$ cat src/rtl/evb_pkg.sv
package evb_pkg;
  typedef enum logic [1:0] {
    ST_IDLE = 2'd0,
    ST_ASM  = 2'd1,
    ST_SEND = 2'd2
  } evb_state_t;
endpackage

$ cat src/rtl/evb_cksum.sv
module evb_cksum #(
  parameter int PB_W = 128,
  parameter int W    = 16
) (
  input  logic [PB_W-1:0] pbuf,
  output logic            bad
);
  localparam int NW = PB_W / W;

  function automatic logic [W-1:0] oc_add(input logic [W-1:0] a, input logic [W-1:0] b);
    logic [W:0] s;
    s = {1'b0, a} + {1'b0, b};
    return s[W-1:0] + {{(W-1){1'b0}}, s[W]};
  endfunction

  logic [W-1:0] part [NW-1];

  assign part[0] = pbuf[PB_W-1 -: W];
  for (genvar g = 1; g < NW-1; g++) begin : g_sum
    assign part[g] = oc_add(part[g-1], pbuf[PB_W-1-g*W -: W]);
  end

  assign bad = (part[NW-2] != pbuf[W-1:0]);
endmodule

$ cat src/rtl/evb_ctrl.sv
module evb_ctrl
  import evb_pkg::*;
#(
  parameter int NW    = 12,
  parameter int IDX_W = $clog2(NW)
) (
  input  logic             clk,
  input  logic             rst,
  input  logic             start,
  output logic             cap_en,
  output logic             load_en,
  output logic             send_en,
  output logic [IDX_W-1:0] widx,
  output logic             last,
  output logic             busy,
  output logic             overrun
);
  evb_state_t state;

  assign cap_en  = start && (state == ST_IDLE);
  assign load_en = (state == ST_ASM);
  assign send_en = (state == ST_SEND);
  assign last    = (widx == IDX_W'(NW-1));
  assign busy    = (state != ST_IDLE);

  always_ff @(posedge clk) begin
    if (rst) begin
      state   <= ST_IDLE;
      widx    <= '0;
      overrun <= 1'b0;
    end else begin
      if (start && state != ST_IDLE) overrun <= 1'b1;
      case (state)
        ST_IDLE: if (start) state <= ST_ASM;
        ST_ASM: begin
          state <= ST_SEND;
          widx  <= '0;
        end
        ST_SEND: begin
          widx <= widx + 1'b1;
          if (last) state <= ST_IDLE;
        end
        default: state <= ST_IDLE;
      endcase
    end
  end
endmodule

$ cat src/rtl/evb_assemble.sv
module evb_assemble #(
  parameter int PB_W    = 128,
  parameter int TS_W    = 32,
  parameter int CMD_W   = 16,
  parameter int FLT_W   = 15,
  parameter int FRAME_W = PB_W + TS_W + CMD_W + FLT_W + 1
) (
  input  logic               clk,
  input  logic               rst,
  input  logic               cap_en,
  input  logic               load_en,
  input  logic               bad_in,
  input  logic [PB_W-1:0]    pbuf,
  input  logic [TS_W-1:0]    tstamp,
  input  logic [CMD_W-1:0]   app_cmd,
  input  logic [FLT_W-1:0]   fault,
  output logic [FRAME_W-1:0] frame,
  output logic               frame_ready,
  output logic               cksum_err
);
  logic [PB_W-1:0]  pb_q;
  logic [TS_W-1:0]  ts_q;
  logic [CMD_W-1:0] cmd_q;
  logic [FLT_W-1:0] flt_q;
  logic             bad_q;

  always_ff @(posedge clk) begin
    if (rst) begin
      pb_q        <= '0;
      ts_q        <= '0;
      cmd_q       <= '0;
      flt_q       <= '0;
      bad_q       <= 1'b0;
      frame       <= '0;
      frame_ready <= 1'b0;
      cksum_err   <= 1'b0;
    end else begin
      frame_ready <= load_en;
      if (cap_en) begin
        pb_q  <= pbuf;
        ts_q  <= tstamp;
        cmd_q <= app_cmd;
        flt_q <= fault;
        bad_q <= bad_in;
      end
      if (load_en) begin
        frame     <= {pb_q, ts_q, cmd_q, flt_q | fault, bad_q};
        cksum_err <= bad_q;
      end
    end
  end
endmodule

$ cat src/rtl/evb_tx.sv
module evb_tx #(
  parameter int FRAME_W = 192,
  parameter int W       = 16,
  parameter int NW      = FRAME_W / W,
  parameter int IDX_W   = $clog2(NW)
) (
  input  logic               clk,
  input  logic               rst,
  input  logic               send_en,
  input  logic [IDX_W-1:0]   widx,
  input  logic               last,
  input  logic [FRAME_W-1:0] frame,
  output logic [W-1:0]       tx_data,
  output logic               tx_valid,
  output logic               tx_sof,
  output logic               tx_eof
);
  logic [W-1:0] words [NW];

  for (genvar g = 0; g < NW; g++) begin : g_word
    assign words[g] = frame[FRAME_W-1-g*W -: W];
  end

  always_ff @(posedge clk) begin
    if (rst) begin
      tx_data  <= '0;
      tx_valid <= 1'b0;
      tx_sof   <= 1'b0;
      tx_eof   <= 1'b0;
    end else if (send_en) begin
      tx_data  <= words[widx];
      tx_valid <= 1'b1;
      tx_sof   <= (widx == '0);
      tx_eof   <= last;
    end else begin
      tx_data  <= '0;
      tx_valid <= 1'b0;
      tx_sof   <= 1'b0;
      tx_eof   <= 1'b0;
    end
  end
endmodule

$ cat src/rtl/evb_serializer.sv
module evb_serializer #(
  parameter int PB_W  = 128,
  parameter int TS_W  = 32,
  parameter int CMD_W = 16,
  parameter int FLT_W = 15,
  parameter int W     = 16
) (
  input  logic             clk,
  input  logic             rst,
  input  logic             start,
  input  logic [PB_W-1:0]  pbuf,
  input  logic [TS_W-1:0]  tstamp,
  input  logic [CMD_W-1:0] app_cmd,
  input  logic [FLT_W-1:0] fault,
  output logic [W-1:0]     tx_data,
  output logic             tx_valid,
  output logic             tx_sof,
  output logic             tx_eof,
  output logic             frame_ready,
  output logic             cksum_err,
  output logic             overrun,
  output logic             busy
);
  localparam int FRAME_W = PB_W + TS_W + CMD_W + FLT_W + 1;
  localparam int NW      = FRAME_W / W;
  localparam int IDX_W   = $clog2(NW);

  logic               cap_en, load_en, send_en, last, bad;
  logic [IDX_W-1:0]   widx;
  logic [FRAME_W-1:0] frame;

  evb_cksum #(.PB_W(PB_W), .W(W)) u_cksum (
    .pbuf(pbuf), .bad(bad)
  );

  evb_ctrl #(.NW(NW), .IDX_W(IDX_W)) u_ctrl (
    .clk(clk), .rst(rst), .start(start),
    .cap_en(cap_en), .load_en(load_en), .send_en(send_en),
    .widx(widx), .last(last), .busy(busy), .overrun(overrun)
  );

  evb_assemble #(.PB_W(PB_W), .TS_W(TS_W), .CMD_W(CMD_W), .FLT_W(FLT_W),
                 .FRAME_W(FRAME_W)) u_asm (
    .clk(clk), .rst(rst), .cap_en(cap_en), .load_en(load_en), .bad_in(bad),
    .pbuf(pbuf), .tstamp(tstamp), .app_cmd(app_cmd), .fault(fault),
    .frame(frame), .frame_ready(frame_ready), .cksum_err(cksum_err)
  );

  evb_tx #(.FRAME_W(FRAME_W), .W(W), .NW(NW), .IDX_W(IDX_W)) u_tx (
    .clk(clk), .rst(rst), .send_en(send_en), .widx(widx), .last(last),
    .frame(frame), .tx_data(tx_data), .tx_valid(tx_valid),
    .tx_sof(tx_sof), .tx_eof(tx_eof)
  );
endmodule

$ cat config.mk
export PLATFORM = sky130hd
export DESIGN_NAME = evb_serializer
export DESIGN_NICKNAME = d
export VERILOG_FILES = /design/src/rtl/evb_pkg.sv /design/src/rtl/evb_cksum.sv /design/src/rtl/evb_ctrl.sv /design/src/rtl/evb_assemble.sv /design/src/rtl/evb_tx.sv /design/src/rtl/evb_serializer.sv
export SDC_FILE = /design/constraint.sdc
export NUM_CORES = 1
export LEC_CHECK = 0
export CORE_UTILIZATION = 25
export CTS_BUF_LIST = sky130_fd_sc_hd__clkbuf_8
export CTS_CLUSTER_DIAMETER = 80
export DETAILED_ROUTE_END_ITERATION = 10
export DONT_BUFFER_PORTS = 1
export PLACE_DENSITY = 0.47
export SETUP_SLACK_MARGIN = 0.15
export SYNTH_ARGS = -nofsm -noshare
export SYNTH_HDL_FRONTEND = slang
export SYNTH_SLANG_ARGS = --single-unit
$ cat constraint.sdc
create_clock -name clk -period 17.35 [get_ports clk]
set_clock_uncertainty 0.05 [all_clocks]
set_input_delay 0.8675 -clock clk [delete_from_list [all_inputs] [get_ports clk]]
set_output_delay 0.8675 -clock clk [all_outputs]
set_load 0.1 [all_outputs]
### After elaboration in Yosys (flattened, before gate mapping)

Index checks and enable logic that the tools add are counted.

| word-level totals | value |
|---|---|
| output and inout port bits | 23 |
| register bits | 412 |
| input port bits | 194 |
| logic and storage cells | 54 |

| cells by class | value |
|---|---|
| bitwise operators | 3 |
| $lt $le $gt $ge | 1 |
| reduce and logical (&&, ||, !) cells | 8 |
| add/sub/neg operators | 13 |
| equality and inequality tests | 6 |
| muxes and demuxes | 8 |

Operator list:

| cell | number |
|---|---|
| 16-bit by 16-bit adder with 17-bit output | 6 |
| 16-bit by 1-bit adder with 16-bit output | 6 |
| 16-bit binary-select mux with 4-bit select | 1 |
| 16-bit 2-to-1 mux | 2 |
| 16-bit inequality test | 1 |
| 15-bit OR | 1 |
| 4-bit case mux with 2 select lines | 1 |
| 2-bit case mux with 3 select lines | 1 |
| 5-bit >= comparator (second input constant) | 1 |
| 4-bit NOT with 5-bit output | 1 |
| 4-bit by 1-bit adder with 4-bit output (second input constant) | 1 |
| 4-bit equality test (second input constant) | 1 |
| 4-bit logical NOT | 1 |
| 2-bit 2-to-1 mux | 2 |
| 2-bit nonzero test | 2 |
| 2-bit by 1-bit equality test with 1-bit output (second input constant) | 1 |
| 2-bit equality test (second input constant) | 1 |
| 1-bit logical AND | 2 |
| 2-bit logical NOT | 1 |
| 2-bit by 1-bit inequality test with 1-bit output (second input constant) | 1 |
| 2-bit inequality test (second input constant) | 1 |
| 2-bit AND reduction | 1 |
| 2-bit OR reduction | 1 |
| 1-bit 2-to-1 mux | 1 |
| 1-bit NOT | 1 |

### Depth between registers and ports, before layout

Gate-level depths: netlist of run 1.

| logic depth | value |
|---|---|
| word-level depth | 13 |
| depth in mapped cells | 96 |
| depth with buffers taken out | 94 |

### Hierarchy

A second synthesis of run 1 with hierarchy kept.

| second synthesis, totals | value |
|---|---|
| cell total of the unflattened synthesis | 2364 |
| area total of the unflattened synthesis | 22525.4 um^2 |

By module, submodules not included:

| module | cells an instance | times used | seq. area each (um^2) | area each (um^2) |
|---|---|---|---|---|
| evb_assemble | 1258 | 1 | 7707.4 | 13635.6 |
| evb_cksum | 873 | 1 | 0.0 | 6475.0 |
| evb_tx | 189 | 1 | 380.4 | 2025.7 |
| evb_ctrl | 44 | 1 | 140.1 | 389.1 |

### Worst setup path before layout of run 1

Ideal clock, no wire load.

| timing path | value |
|---|---|
| path kind | input port to flip-flop |
| from | input pbuf[96] |
| to | register u_asm.bad_q |
| arrival time | 15822 ps |
| data required time | 17169 ps |
| stages on the path | 83 |
| path buffers | 0 |
| slack | 1347 ps |
| library setup time | 131 ps |
| cell sequence | ha_1 > inv_1 > fa_1 > nor2b_1 > o21a_1 > o21ai_0 > a211o_1 > nand3_1 > nand3_1 > nand2_1 > a21oi_1 > o21ai_0 > ha_1 > ha_1 > nand3_1 > nor2_1 > nand4_1 > nand2b_1 > (+47 left out) > inv_1 > fa_1 > and2b_1 > o221a_2 > o211ai_2 > a311oi_1 > o21ai_0 > nand2b_1 > a21o_1 > ha_1 > ha_1 > nand2_1 > or3_1 > or3_1 > o21ai_0 > a21oi_1 > o31ai_2 > nand4_1 |

| on the way | value |
|---|---|
| longest elaborated chain between the ends | 13 |

Ends and longest elaborated chain:

| what | line | source |
|---|---|---|
| from (decl) | evb_serializer.sv:11 | `input logic [PB_W-1:0] pbuf,` |
| 16-bit by 16-bit adder with 17-bit output | evb_cksum.sv:12 | `s = {1'b0, a} + {1'b0, b};` |
| 16-bit by 1-bit adder with 16-bit output | evb_cksum.sv:13 | `return s[W-1:0] + {{(W-1){1'b0}}, s[W]};` |
| 16-bit by 16-bit adder with 17-bit output | evb_cksum.sv:12 |  |
| 16-bit by 1-bit adder with 16-bit output | evb_cksum.sv:13 |  |
| 16-bit by 16-bit adder with 17-bit output | evb_cksum.sv:12 |  |
| 16-bit by 1-bit adder with 16-bit output | evb_cksum.sv:13 |  |
| 16-bit by 16-bit adder with 17-bit output | evb_cksum.sv:12 |  |
| 16-bit by 1-bit adder with 16-bit output | evb_cksum.sv:13 |  |
| 16-bit by 16-bit adder with 17-bit output | evb_cksum.sv:12 |  |
| 16-bit by 1-bit adder with 16-bit output | evb_cksum.sv:13 |  |
| 16-bit by 16-bit adder with 17-bit output | evb_cksum.sv:12 |  |
| 16-bit by 1-bit adder with 16-bit output | evb_cksum.sv:13 |  |
| 16-bit inequality test | evb_cksum.sv:23 | `assign bad = (part[NW-2] != pbuf[W-1:0]);` |
| to (signal assigned) | evb_assemble.sv:44 | `bad_q <= bad_in;` |
| to (decl) | evb_assemble.sv:25 | `logic bad_q;` |

No other way between the ends.
A chain may end at the register's enable or synchronous reset.

### Final worst setup path of run 1

Ends and elaborated chain as after synthesis.

==> run_results.csv, run 1 <==
group,metric,value,unit
outcome,status,"complete, no violations",
routing,drt-total-wl,73.5,mm
routing,via_per_inst,4.74,
clocking,clockBufferDepth,3,
clocking,clk_latency,0.64,ns
setup_path,cp_slowest_cell,"fa_1",
setup_path,path_class,"in -> reg",
setup_path,crit_top_cell,"ha_1",
floorplan,die_x,299,um
setup_path,cp_max_fo,6,
sta,period_share,92.5,%
clocking,cts_root_buf,"clkbuf_8",
yosys,syn-num-nets,2877,
finish,final_common_cell,"nand2_1",
finish,seqCellArea,8230,sq um
routing,drc_errors,0,
routing,initialDrtViolationCount,957,
yosys,ys_ff_latch,411,
yosys,synthArstFlopShare,0,%
yosys,synth_ff_type,"dfxtp_1",
global_routing,grt_first_pass_wirelength,110,mm
sta,maxSlewHeadroom,29.7,%
yosys,syn_avg_cell_area,8.60,sq um
yosys,synth_edf_count,0,
finish,stdcell_area,24800,sq um
sta,worstMarginPinSlew,1.05,ns
sta,tns,0,ns
placement,dp_hpwl,54.6,mm
finish,synthToLayoutAreaGrowth,12.8,%
floorplan,core,87000,sq um
routing,wire_per_inst,19.6,um
sta,finalSetupViolCount,0,
floorplan,die_h,299,um
setup_path,cpPeakStageDelay,0.45,ns
clocking,cts_tree,"yes",
placement,port-buffer-count,0,
placement,placed_cell_area,23300,sq um
yosys,yosysUniqueCellTypes,80,
setup_path,rrSetupSlack,13.89,ns
yosys,ys_seq_area_share,37.3,%
routing,dr.pass1.iters,6,
setup_path,critPathArrivalTime,16.52,ns
setup_path,required,17.82,ns
setup_path,cp-start-kind,"input port",
finish,final_cell_mix,"439 x nand2_1, 409 x dfxtp_1, 308 x nor2_1, 259 x a21oi_1, 197 x mux2i_1",
floorplan,io_pins,217,
global_routing,antenna_found_initial,2,
finish,multi_input_area,13200,sq um
clocking,cts_buffers,74,
global_routing,grt_overflow,0,
setup_path,crit_path_end_kind,"register",
setup_path,cp-endpoint,"u_asm.bad_q$_SDFFE_PP0P_",
finish,n_fill_cell,9415,
setup_path,startpoint,"pbuf[96]",
sta,finalHoldViolCount,0,
yosys,yosysWarnings,0,
setup_path,rr_endpoint,"u_asm.frame[170]$_SDFFE_PP0P_",
clocking,cts_sinks,411,
sta,fmax,62.3,MHz
yosys,syn_inst,2561,
run,drv_cap,0,
global_routing,grt_pass1_vias,17502,
setup_path,r2r_cells,6,
global_routing,grt_max_degree,394,
floorplan,start_util,25.3,%
sta,slew_violations,0,
placement,place.gp.congestion,0.855,
yosys,netlist_area,22000,sq um
floorplan,design.die.area,89300,sq um
finish,fin_nets,2857,
routing,vias,17766,
floorplan,rows,108,
finish,layout-drive-gt1-share,9.21,%
sta,rsz0062_at_grt,"no",
sta,period_needed,16.05,ns
setup_path,r2r_start,"u_ctrl.state[1]$_SDFFE_PP0P_",
routing,antenna_left,0,
global_routing,grt_usage,16.2,%
clocking,clk_pin_slew,0.06,ns
clocking,h-tree-depth,3,
min_path,hp-class,"in -> reg",
## worst max-delay path: cells and delay by family
kind                     cells  cell delay (ns)
adder cells (fa/ha/maj)     18             4.64
XOR/XNOR                     2             0.23
buffers and inverters        3             0.25
AO/OA/AOI/OAI               40             6.98
AND/OR/NAND/NOR             19             3.54
## metrics by stage
stage | utilization, % | setup WS, ns | cells | hold WS [ns]
2_1_floorplan | - | 1.35 | 2561 | 0.386
3_3_place_gp | 26.8 | 0.161 | 3619 | 0.388
3_5_place_dp | 26.8 | 0.000183 | 3619 | 0.393
4_1_cts | 28.5 | 0.676 | 3750 | 0.183
5_1_grt | 28.6 | 0.137 | 3752 | 0.195
6_report | 28.6 | 1.30 | 3752 | 0.259
## layout make-up
cell class | instances | share of cell area, %
Clock inverter | 43 | 1.04
Inverter | 48 | 0.725
Sequential cell | 411 | 33.1
Tap cell | 1155 | 5.82
Timing Repair Buffer | 44 | 1.33
Antenna cell | 1 | 0.0101
Clock buffer | 88 | 4.87
Multi-Input combinational cell | 1962 | 53.1
## worst min path at each step
stage / from / to / slack (ns) / depth (start not counted)
CTS: rst / u_ctrl.overrun$_SDFFE_PP0P_ / 0.18 / 1
finish: rst / u_ctrl.overrun$_SDFFE_PP0P_ / 0.26 / 1
detailed placement: u_asm.flt_q[10]$_SDFFE_PP0P_ / u_asm.flt_q[10]$_SDFFE_PP0P_ / 0.39 / 2
global route: rst / u_ctrl.overrun$_SDFFE_PP0P_ / 0.19 / 1
global placement: u_asm.flt_q[14]$_SDFFE_PP0P_ / u_asm.flt_q[14]$_SDFFE_PP0P_ / 0.39 / 2
floorplan: u_asm.cmd_q[0]$_SDFFE_PP0P_ / u_asm.cmd_q[0]$_SDFFE_PP0P_ / 0.39 / 2
## metal layers
metal,global-route usage [%],part of all wire (%)
met5,0,0.018
met4,5.77,2.9
met3,3.81,5.4
met2,27.1,48
met1,20.3,44
## repair_timing
item                                    4_1_cts  5_1_grt
setup buffers                                 0        1
endpoints found under the setup margin        0        1
hold buffers                                  0        0
resized for setup                             0       24
## cell usage after synthesis (6+ instances only)
cell type | count | area share (%)
o21bai_1 | 13 | 0.44
or3_1 | 11 | 0.31
a21oi_1 | 261 | 5.9
o211ai_1 | 11 | 0.37
nand2_1 | 440 | 7.5
inv_1 | 48 | 0.82
o31ai_1 | 7 | 0.24
a21o_1 | 34 | 1.2
nor2_1 | 309 | 5.3
a211oi_1 | 26 | 0.89
nor3_1 | 36 | 0.82
dfxtp_1 | 411 | 37
and3_1 | 13 | 0.37
o21ai_1 | 7 | 0.16
clkbuf_1 | 114 | 1.9
fa_1 | 6 | 0.55
nand2b_1 | 17 | 0.48
buf_1 | 23 | 0.39
nor2b_1 | 10 | 0.28
a31oi_1 | 7 | 0.20
xor2_1 | 57 | 2.3
nor3b_1 | 6 | 0.20
o21a_1 | 15 | 0.51
nand4_1 | 19 | 0.54
mux4_2 | 48 | 4.9
nor4_1 | 11 | 0.31
mux2i_1 | 197 | 9.0
and2_1 | 17 | 0.48
xnor2_1 | 90 | 3.6
ha_1 | 116 | 6.6
o21ai_0 | 38 | 0.86
nand3_1 | 42 | 0.95
## flip-flops by register name (all words and copies together) (netlist names)
register / flops
u_ctrl.state: 2
u_tx.tx_sof: 1
u_ctrl.overrun: 1
u_asm.frame_ready: 1
u_asm.bad_q: 1
u_asm.cmd_q: 16
u_asm.pb_q: 128
u_asm.ts_q: 32
u_ctrl.widx: 4
u_tx.tx_data: 16
u_tx.tx_eof: 1
u_asm.frame: 192
u_asm.flt_q: 15
u_tx.tx_valid: 1
## cell families after synthesis
family / share of synthesized area [%]
compound gates: 13.4
xor+xnor: 6.36
fa+ha+maj: 7.13
buf+inv: 3.25
flops: 37.3
mux: 13.9
simple gates: 18.7
Power of run 1 is not shown: default switching activity piles up to over one toggle a cycle in this logic, so the estimate is an artifact.
==> inputs of run 2 (changes only) <==
--- a/config.mk
+++ b/config.mk
@@ -5,6 +5,7 @@
 export SDC_FILE = /design/constraint.sdc
 export NUM_CORES = 1
 export LEC_CHECK = 0
+export ABC_AREA = 1
 export CORE_UTILIZATION = 25
 export CTS_BUF_LIST = sky130_fd_sc_hd__clkbuf_8
 export CTS_CLUSTER_DIAMETER = 80
==> run 2 against run 1 <==
Sequential share of layout area fell by 1.5 points. First-iteration DRC count increased by 63%. Global-route usage increased by 1.3 points. Non-clock buffer count shrank 22. Synthesized cell count increased by 37%. Die area up 5.3%. Routed wire length grew 15%. Sequential cell count unchanged. Worst hold slack got worse by 0.027 ns. Maximum frequency up 3.1%. Area after synthesis grew 5.3%.
==> run_results.csv, run 2 <==
group,metric,value,unit
sta,rsz0062_at_grt,"no",
yosys,synthArstFlopShare,0,%
setup_path,cp-start-kind,"input port",
yosys,yosysWarnings,0,
clocking,cts_root_buf,"clkbuf_8",
yosys,synthMostInstantiatedCell,"nor2_1",
global_routing,grt_usage,17.5,%
yosys,syn-num-nets,3835,
routing,vias,21957,
finish,fin_nets,3775,
setup_path,cp-endpoint,"u_asm.bad_q$_SDFFE_PP0P_",
placement,place_inst,4615,
yosys,yosysUniqueCellTypes,49,
finish,largest_register_ffs,192,
finish,fin_util,28.3,%
finish,largest-register,"u_asm.frame",
yosys,ys_seq_area_share,35.5,%
sta,tns,0,ns
global_routing,antenna_found_initial,4,
sta,fmax,64.2,MHz
yosys,netlist_area,23200,sq um
global_routing,grt_overflow,0,
finish,final_common_cell,"nor2_1",
floorplan,die_x,307,um
yosys,ys_ff_latch,411,
floorplan,die_h,307,um
yosys,syn_inst,3519,
placement,port-buffer-count,0,
yosys,synth_ff_type,"dfxtp_1",
routing,drc_errors,0,
yosys,synth_edf_count,0,
setup_path,path_class,"in -> reg",
min_path,hp-class,"in -> reg",
routing,drt-total-wl,84.1,mm
clocking,cts_tree,"yes",
yosys,syn_avg_cell_area,6.59,sq um
setup_path,cp_slowest_cell,"fa_1",
clocking,h-tree-depth,3,
sta,worstMarginPinSlew,1.16,ns
setup_path,rrSetupSlack,14.27,ns
global_routing,grt_first_pass_wirelength,128,mm
yosys,synthTopCellsByCount,"866 x nor2_1, 538 x o21ai_0, 522 x nand2_1",
clocking,cts_sinks,411,
setup_path,rr_endpoint,"u_asm.ts_q[15]$_SDFFE_PP0P_",
placement,dp_hpwl,62.2,mm
floorplan,start_util,25.3,%
routing,initialDrtViolationCount,1559,
finish,final_cells,4757,
floorplan,io_pins,217,
setup_path,cpPeakStageDelay,0.41,ns
sta,maxSlewHeadroom,22.7,%
setup_path,r2r_cells,7,
setup_path,r2r_start,"u_ctrl.state[0]$_SDFFE_PP0P_",
global_routing,grt_max_degree,126,
setup_path,cp_max_fo,6,
sta,finalHoldViolCount,0,
sta,period_needed,15.57,ns
floorplan,rows,111,
setup_path,required,17.81,ns
setup_path,crit_path_end_kind,"register",
finish,top_regs,"u_asm.frame: 192 flops, u_asm.pb_q: 128 flops, u_asm.ts_q: 32 flops",
sta,hold-worst-slack,0.231,ns
clocking,cts_buffers,78,
setup_path,startpoint,"pbuf[96]",
routing,via_per_inst,4.62,
run,drv_cap,0,
sta,slew_violations,0,
clocking,clk_pin_slew,0.05,ns
finish,final_cell_mix,"862 x nor2_1, 538 x o21ai_0, 520 x nand2_1, 409 x dfxtp_1, 341 x inv_1",
global_routing,grt_pass1_vias,21303,
sta,period_share,89.7,%
sta,finalSetupViolCount,0,
yosys,synth.area.top_cells,"dfxtp_1 35%, nor2_1 14%, o21ai_0 12%",
routing,antenna_left,0,
routing,dr.pass1.iters,5,
outcome,status,"complete, no violations",
yosys,yosys.area.top_type,"dfxtp_1",
floorplan,design.die.area,94000,sq um
placement,place.gp.congestion,0.895,
clocking,clockBufferDepth,3,
floorplan,core,91800,sq um
setup_path,crit_top_cell,"nand2_1",
finish,synthToLayoutAreaGrowth,12.0,%
routing,wire_per_inst,17.7,um
setup_path,critPathArrivalTime,16.03,ns
clocking,clk_latency,0.66,ns
finish,layout-drive-gt1-share,5.58,%
yosys,yosys.area.top_type_share,35.5,%
## run 2: cell count changes after synthesis, moves of 41 or more
cell,change
xnor2_1,-69
inv_1,+281
nand3_1,+103
clkbuf_1,+41
nor2_1,+557
a21oi_1,-136
nand2_1,+82
mux4_2,-48
mux2i_1,-197
o21ai_0,+500
## run 2: through the flow
step / worst slack (ns) / instance area (sq um)
2_1_floorplan: 2.52 / 23200
3_3_place_gp: 0.957 / 24300
3_5_place_dp: 0.645 / 24300
4_1_cts: 1.30 / 25900
5_1_grt: 0.0866 / 26000
6_report: 1.78 / 26000
## run 2: cell type report
class	instances	area, sq um
fill	10302	65800
multi-input combinational	2613	13200
sequential	411	8240
tap	1243	1560
clock buffer	94	1290
inverter	333	1270
clock inverter	38	273
timing repair buffer	22	165
antenna	3	7.51
## run 2: how the worst min path moves through the flow
stage                                        end                         start  cells after the start  slack [ns]
finish              u_asm.frame_ready$_SDFF_PP0_                           rst                      1        0.23
global route        u_asm.frame_ready$_SDFF_PP0_                           rst                      1        0.18
CTS                 u_asm.frame_ready$_SDFF_PP0_                           rst                      1        0.16
detailed placement  u_asm.frame[34]$_SDFFE_PP0P_  u_asm.frame[34]$_SDFFE_PP0P_                      2        0.40
global placement    u_asm.frame[45]$_SDFFE_PP0P_  u_asm.frame[45]$_SDFFE_PP0P_                      2        0.39
floorplan           u_asm.frame[32]$_SDFFE_PP0P_  u_asm.frame[32]$_SDFFE_PP0P_                      2        0.38
## run 2: kinds of logic (layout without fill, tap and decap cells)
kind of cell    after synthesis  after routing  synth area share (%)
buf+inv                     495            487                  8.03
flops                       411            411                  35.5
compound gates              739            739                  16.7
xor+xnor                    101            101                  4.05
fa+ha+maj                   122            122                  6.77
other cells                   0              3                     0
simple gates               1651           1651                  29.0
## run 2: repair_timing
| action | CTS | global route |
|---|---|---|
| hold buffers | 0 | 0 |
| setup buffers | 0 | 7 |
| endpoints found under the setup margin | 0 | 1 |
| gates resized for setup | 0 | 18 |
## run 2: worst max-delay path: cells and delay by family
family | cells | cell delay [ns]
AO/OA/AOI/OAI | 22 | 2.64
XOR/XNOR | 3 | 0.43
adder cells (fa/ha/maj) | 15 | 3.87
buffers and inverters | 12 | 0.72
AND/OR/NAND/NOR | 61 | 7.48
## run 2: per-layer routing
metal / global-route usage, % / wire length, um / part of all wire [%] / up-vias
met1: 22.6 / 38400 / 46 / 10131
met5: 0 / 22 / 0.026 / -
met4: 5.84 / 2220 / 2.6 / 4
li1: - / - / - / 11275
met3: 4.03 / 4840 / 5.8 / 104
met2: 28.6 / 38600 / 46 / 443
Power of run 2 is left out for the same reason.
==> inputs of run 3 (changes only) <==
--- a/config.mk
+++ b/config.mk
@@ -6,12 +6,12 @@
 export NUM_CORES = 1
 export LEC_CHECK = 0
 export ABC_AREA = 1
+export BUFFER_PORTS_ARGS = -buffer_cell sky130_fd_sc_hd__buf_2
 export CORE_UTILIZATION = 25
 export CTS_BUF_LIST = sky130_fd_sc_hd__clkbuf_8
 export CTS_CLUSTER_DIAMETER = 80
 export DETAILED_ROUTE_END_ITERATION = 10
-export DONT_BUFFER_PORTS = 1
-export PLACE_DENSITY = 0.47
+export PLACE_DENSITY = 0.49
 export SETUP_SLACK_MARGIN = 0.15
 export SYNTH_ARGS = -nofsm -noshare
 export SYNTH_HDL_FRONTEND = slang
==> run 3 against run 2 <==
Via count is 3.2% higher. Critical path depth up 1. First-iteration DRC count rose by 3.8%. Final area grew 4.0%. Core utilization increased by 1.1 points. Worst setup slack improved by 0.061 ns. Register-to-register slack lost 0.50 ns.
==> run_results.csv, run 3 (synthesis gave the netlist of run 2 again) <==
group,metric,value,unit
outcome,status,"complete, no violations",
global_routing,antenna_found_initial,6,
routing,initialDrtViolationCount,1619,
setup_path,cp_max_fo,6,
setup_path,r2r_cells,8,
clocking,h-tree-depth,3,
clocking,cts_sinks,411,
finish,seqCellArea,8230,sq um
routing,drc_errors,0,
floorplan,io_pins,217,
setup_path,crit_path_end_kind,"register",
sta,period_needed,15.51,ns
setup_path,critPathArrivalTime,15.98,ns
sta,slew_violations,0,
clocking,clockBufferDepth,3,
sta,worstMarginPinSlew,1.10,ns
finish,layout-drive-gt1-share,11.0,%
min_path,min_from,"u_asm.frame[175]$_SDFFE_PP0P_",
setup_path,r2r_start,"u_ctrl.state[1]$_SDFFE_PP0P_",
setup_path,cpPeakStageDelay,0.41,ns
sta,fmax,64.5,MHz
sta,period_share,89.4,%
finish,largest_register_ffs,192,
placement,place.gp.congestion,0.861,
floorplan,start_util,25.3,%
run,drv_cap,0,
clocking,cts_root_buf,"clkbuf_8",
setup_path,rr_endpoint,"u_asm.pb_q[14]$_SDFFE_PP0P_",
global_routing,grt_usage,17.4,%
setup_path,cp_slowest_cell,"fa_1",
clocking,cts_tree,"yes",
global_routing,grt_max_degree,125,
global_routing,grt_first_pass_wirelength,128,mm
floorplan,die_x,307,um
min_path,hold_depth,2,
finish,n_fill_cell,10347,
routing,vias,22653,
setup_path,path_class,"in -> reg",
finish,synthToLayoutAreaGrowth,16.5,%
finish,top_regs,"u_asm.frame: 192 flops, u_asm.pb_q: 128 flops, u_asm.ts_q: 32 flops",
clocking,cts_buffers,77,
sta,tns,0,ns
min_path,hp-class,"reg -> reg",
routing,via_per_inst,4.56,
routing,wire_per_inst,16.8,um
global_routing,grt_pass1_vias,21628,
routing,dr.pass1.iters,5,
floorplan,core,91800,sq um
routing,drt-total-wl,83.3,mm
sta,maxSlewHeadroom,26.2,%
floorplan,rows,111,
setup_path,cp-start-kind,"input port",
finish,final_cell_mix,"861 x nor2_1, 538 x o21ai_0, 520 x nand2_1, 409 x dfxtp_1, 347 x inv_1",
finish,largest-register,"u_asm.frame",
clocking,clk_latency,0.66,ns
placement,dp_hpwl,62.4,mm
min_path,whs_endpoint,"u_asm.frame[175]$_SDFFE_PP0P_",
setup_path,required,17.82,ns
setup_path,crit_top_cell,"nand2_1",
sta,finalSetupViolCount,0,
finish,multi_input_area,13200,sq um
routing,antenna_left,0,
placement,port-buffer-count,216,
floorplan,design.die.area,94000,sq um
sta,rsz0062_at_grt,"no",
clocking,clk_pin_slew,0.06,ns
finish,final_common_cell,"nor2_1",
floorplan,die_h,307,um
setup_path,rrSetupSlack,13.77,ns
global_routing,grt_overflow,0,
sta,finalHoldViolCount,0,
finish,fin_nets,3986,
run 3: cell types whose count changed in the layout (fill, tap and decap cells not counted), moves of 3 or more:
cell,delta
clkinv_2,-7
inv_1,+6
nor2_2,+3
clkinv_8,-3
clkbuf_8,+4
buf_2,+216
buf_4,-4
ha_1,-3
run 3: worst max-delay path by stage:
stage,from,end,slack [ns],cells past startpoint
4_1_cts,pbuf[96],u_asm.bad_q$_SDFFE_PP0P_,1.23,114
5_1_grt,pbuf[96],u_asm.bad_q$_SDFFE_PP0P_,0.12,114
3_5_place_dp,pbuf[96],u_asm.bad_q$_SDFFE_PP0P_,0.55,114
3_3_place_gp,pbuf[96],u_asm.bad_q$_SDFFE_PP0P_,0.85,114
6_report,pbuf[96],u_asm.bad_q$_SDFFE_PP0P_,1.84,114
2_1_floorplan,pbuf[96],u_asm.bad_q$_SDFFE_PP0P_,2.52,112
run 3: routing by layer:
layer,track usage [%],up-vias,wire length [um]
met5,0,-,30
met4,5.63,4,2220
met3,2.51,118,3390
met2,28.5,462,38300
met1,23.3,10357,39400
li1,-,11712,-
run 3: timing repair:
item | CTS | global route
resized for setup | 0 | 23
hold endpoints to repair | 0 | 0
hold buffers | 0 | 0
setup endpoints to repair | 0 | 1
buffers inserted | 0 | 3
run 3: worst max-delay path: cells and delay by family:
kind,cells,cell delay [ns]
fa+ha+maj,15,3.80
simple gates,61,7.37
buf+inv,13,0.86
compound gates,22,2.62
xor+xnor,3,0.44
run 3: final cells by class:
cell class              instances  area share [%]
clock inverters                34           0.685
inverters                     333            4.69
repair buffers                234            4.50
flip-flops and latches        411            30.4
multi-input cells            2613            48.9
clock buffers                  98            4.99
well taps                    1243            5.75
diodes                          2          0.0185
run 3: metrics by stage:
step | setup slack, ns | hold slack (ns) | instances | util (%) | area (sq um)
2_1_floorplan | 2.52 | 0.384 | 3519 | - | 23200
3_3_place_gp | 0.851 | 0.396 | 4831 | 27.7 | 25400
3_5_place_dp | 0.553 | 0.401 | 4831 | 27.7 | 25400
4_1_cts | 1.23 | 0.358 | 4963 | 29.3 | 26900
5_1_grt | 0.125 | 0.382 | 4968 | 29.5 | 27000
6_report | 1.84 | 0.409 | 4968 | 29.5 | 27000
Power of run 3 is left out for the same reason.
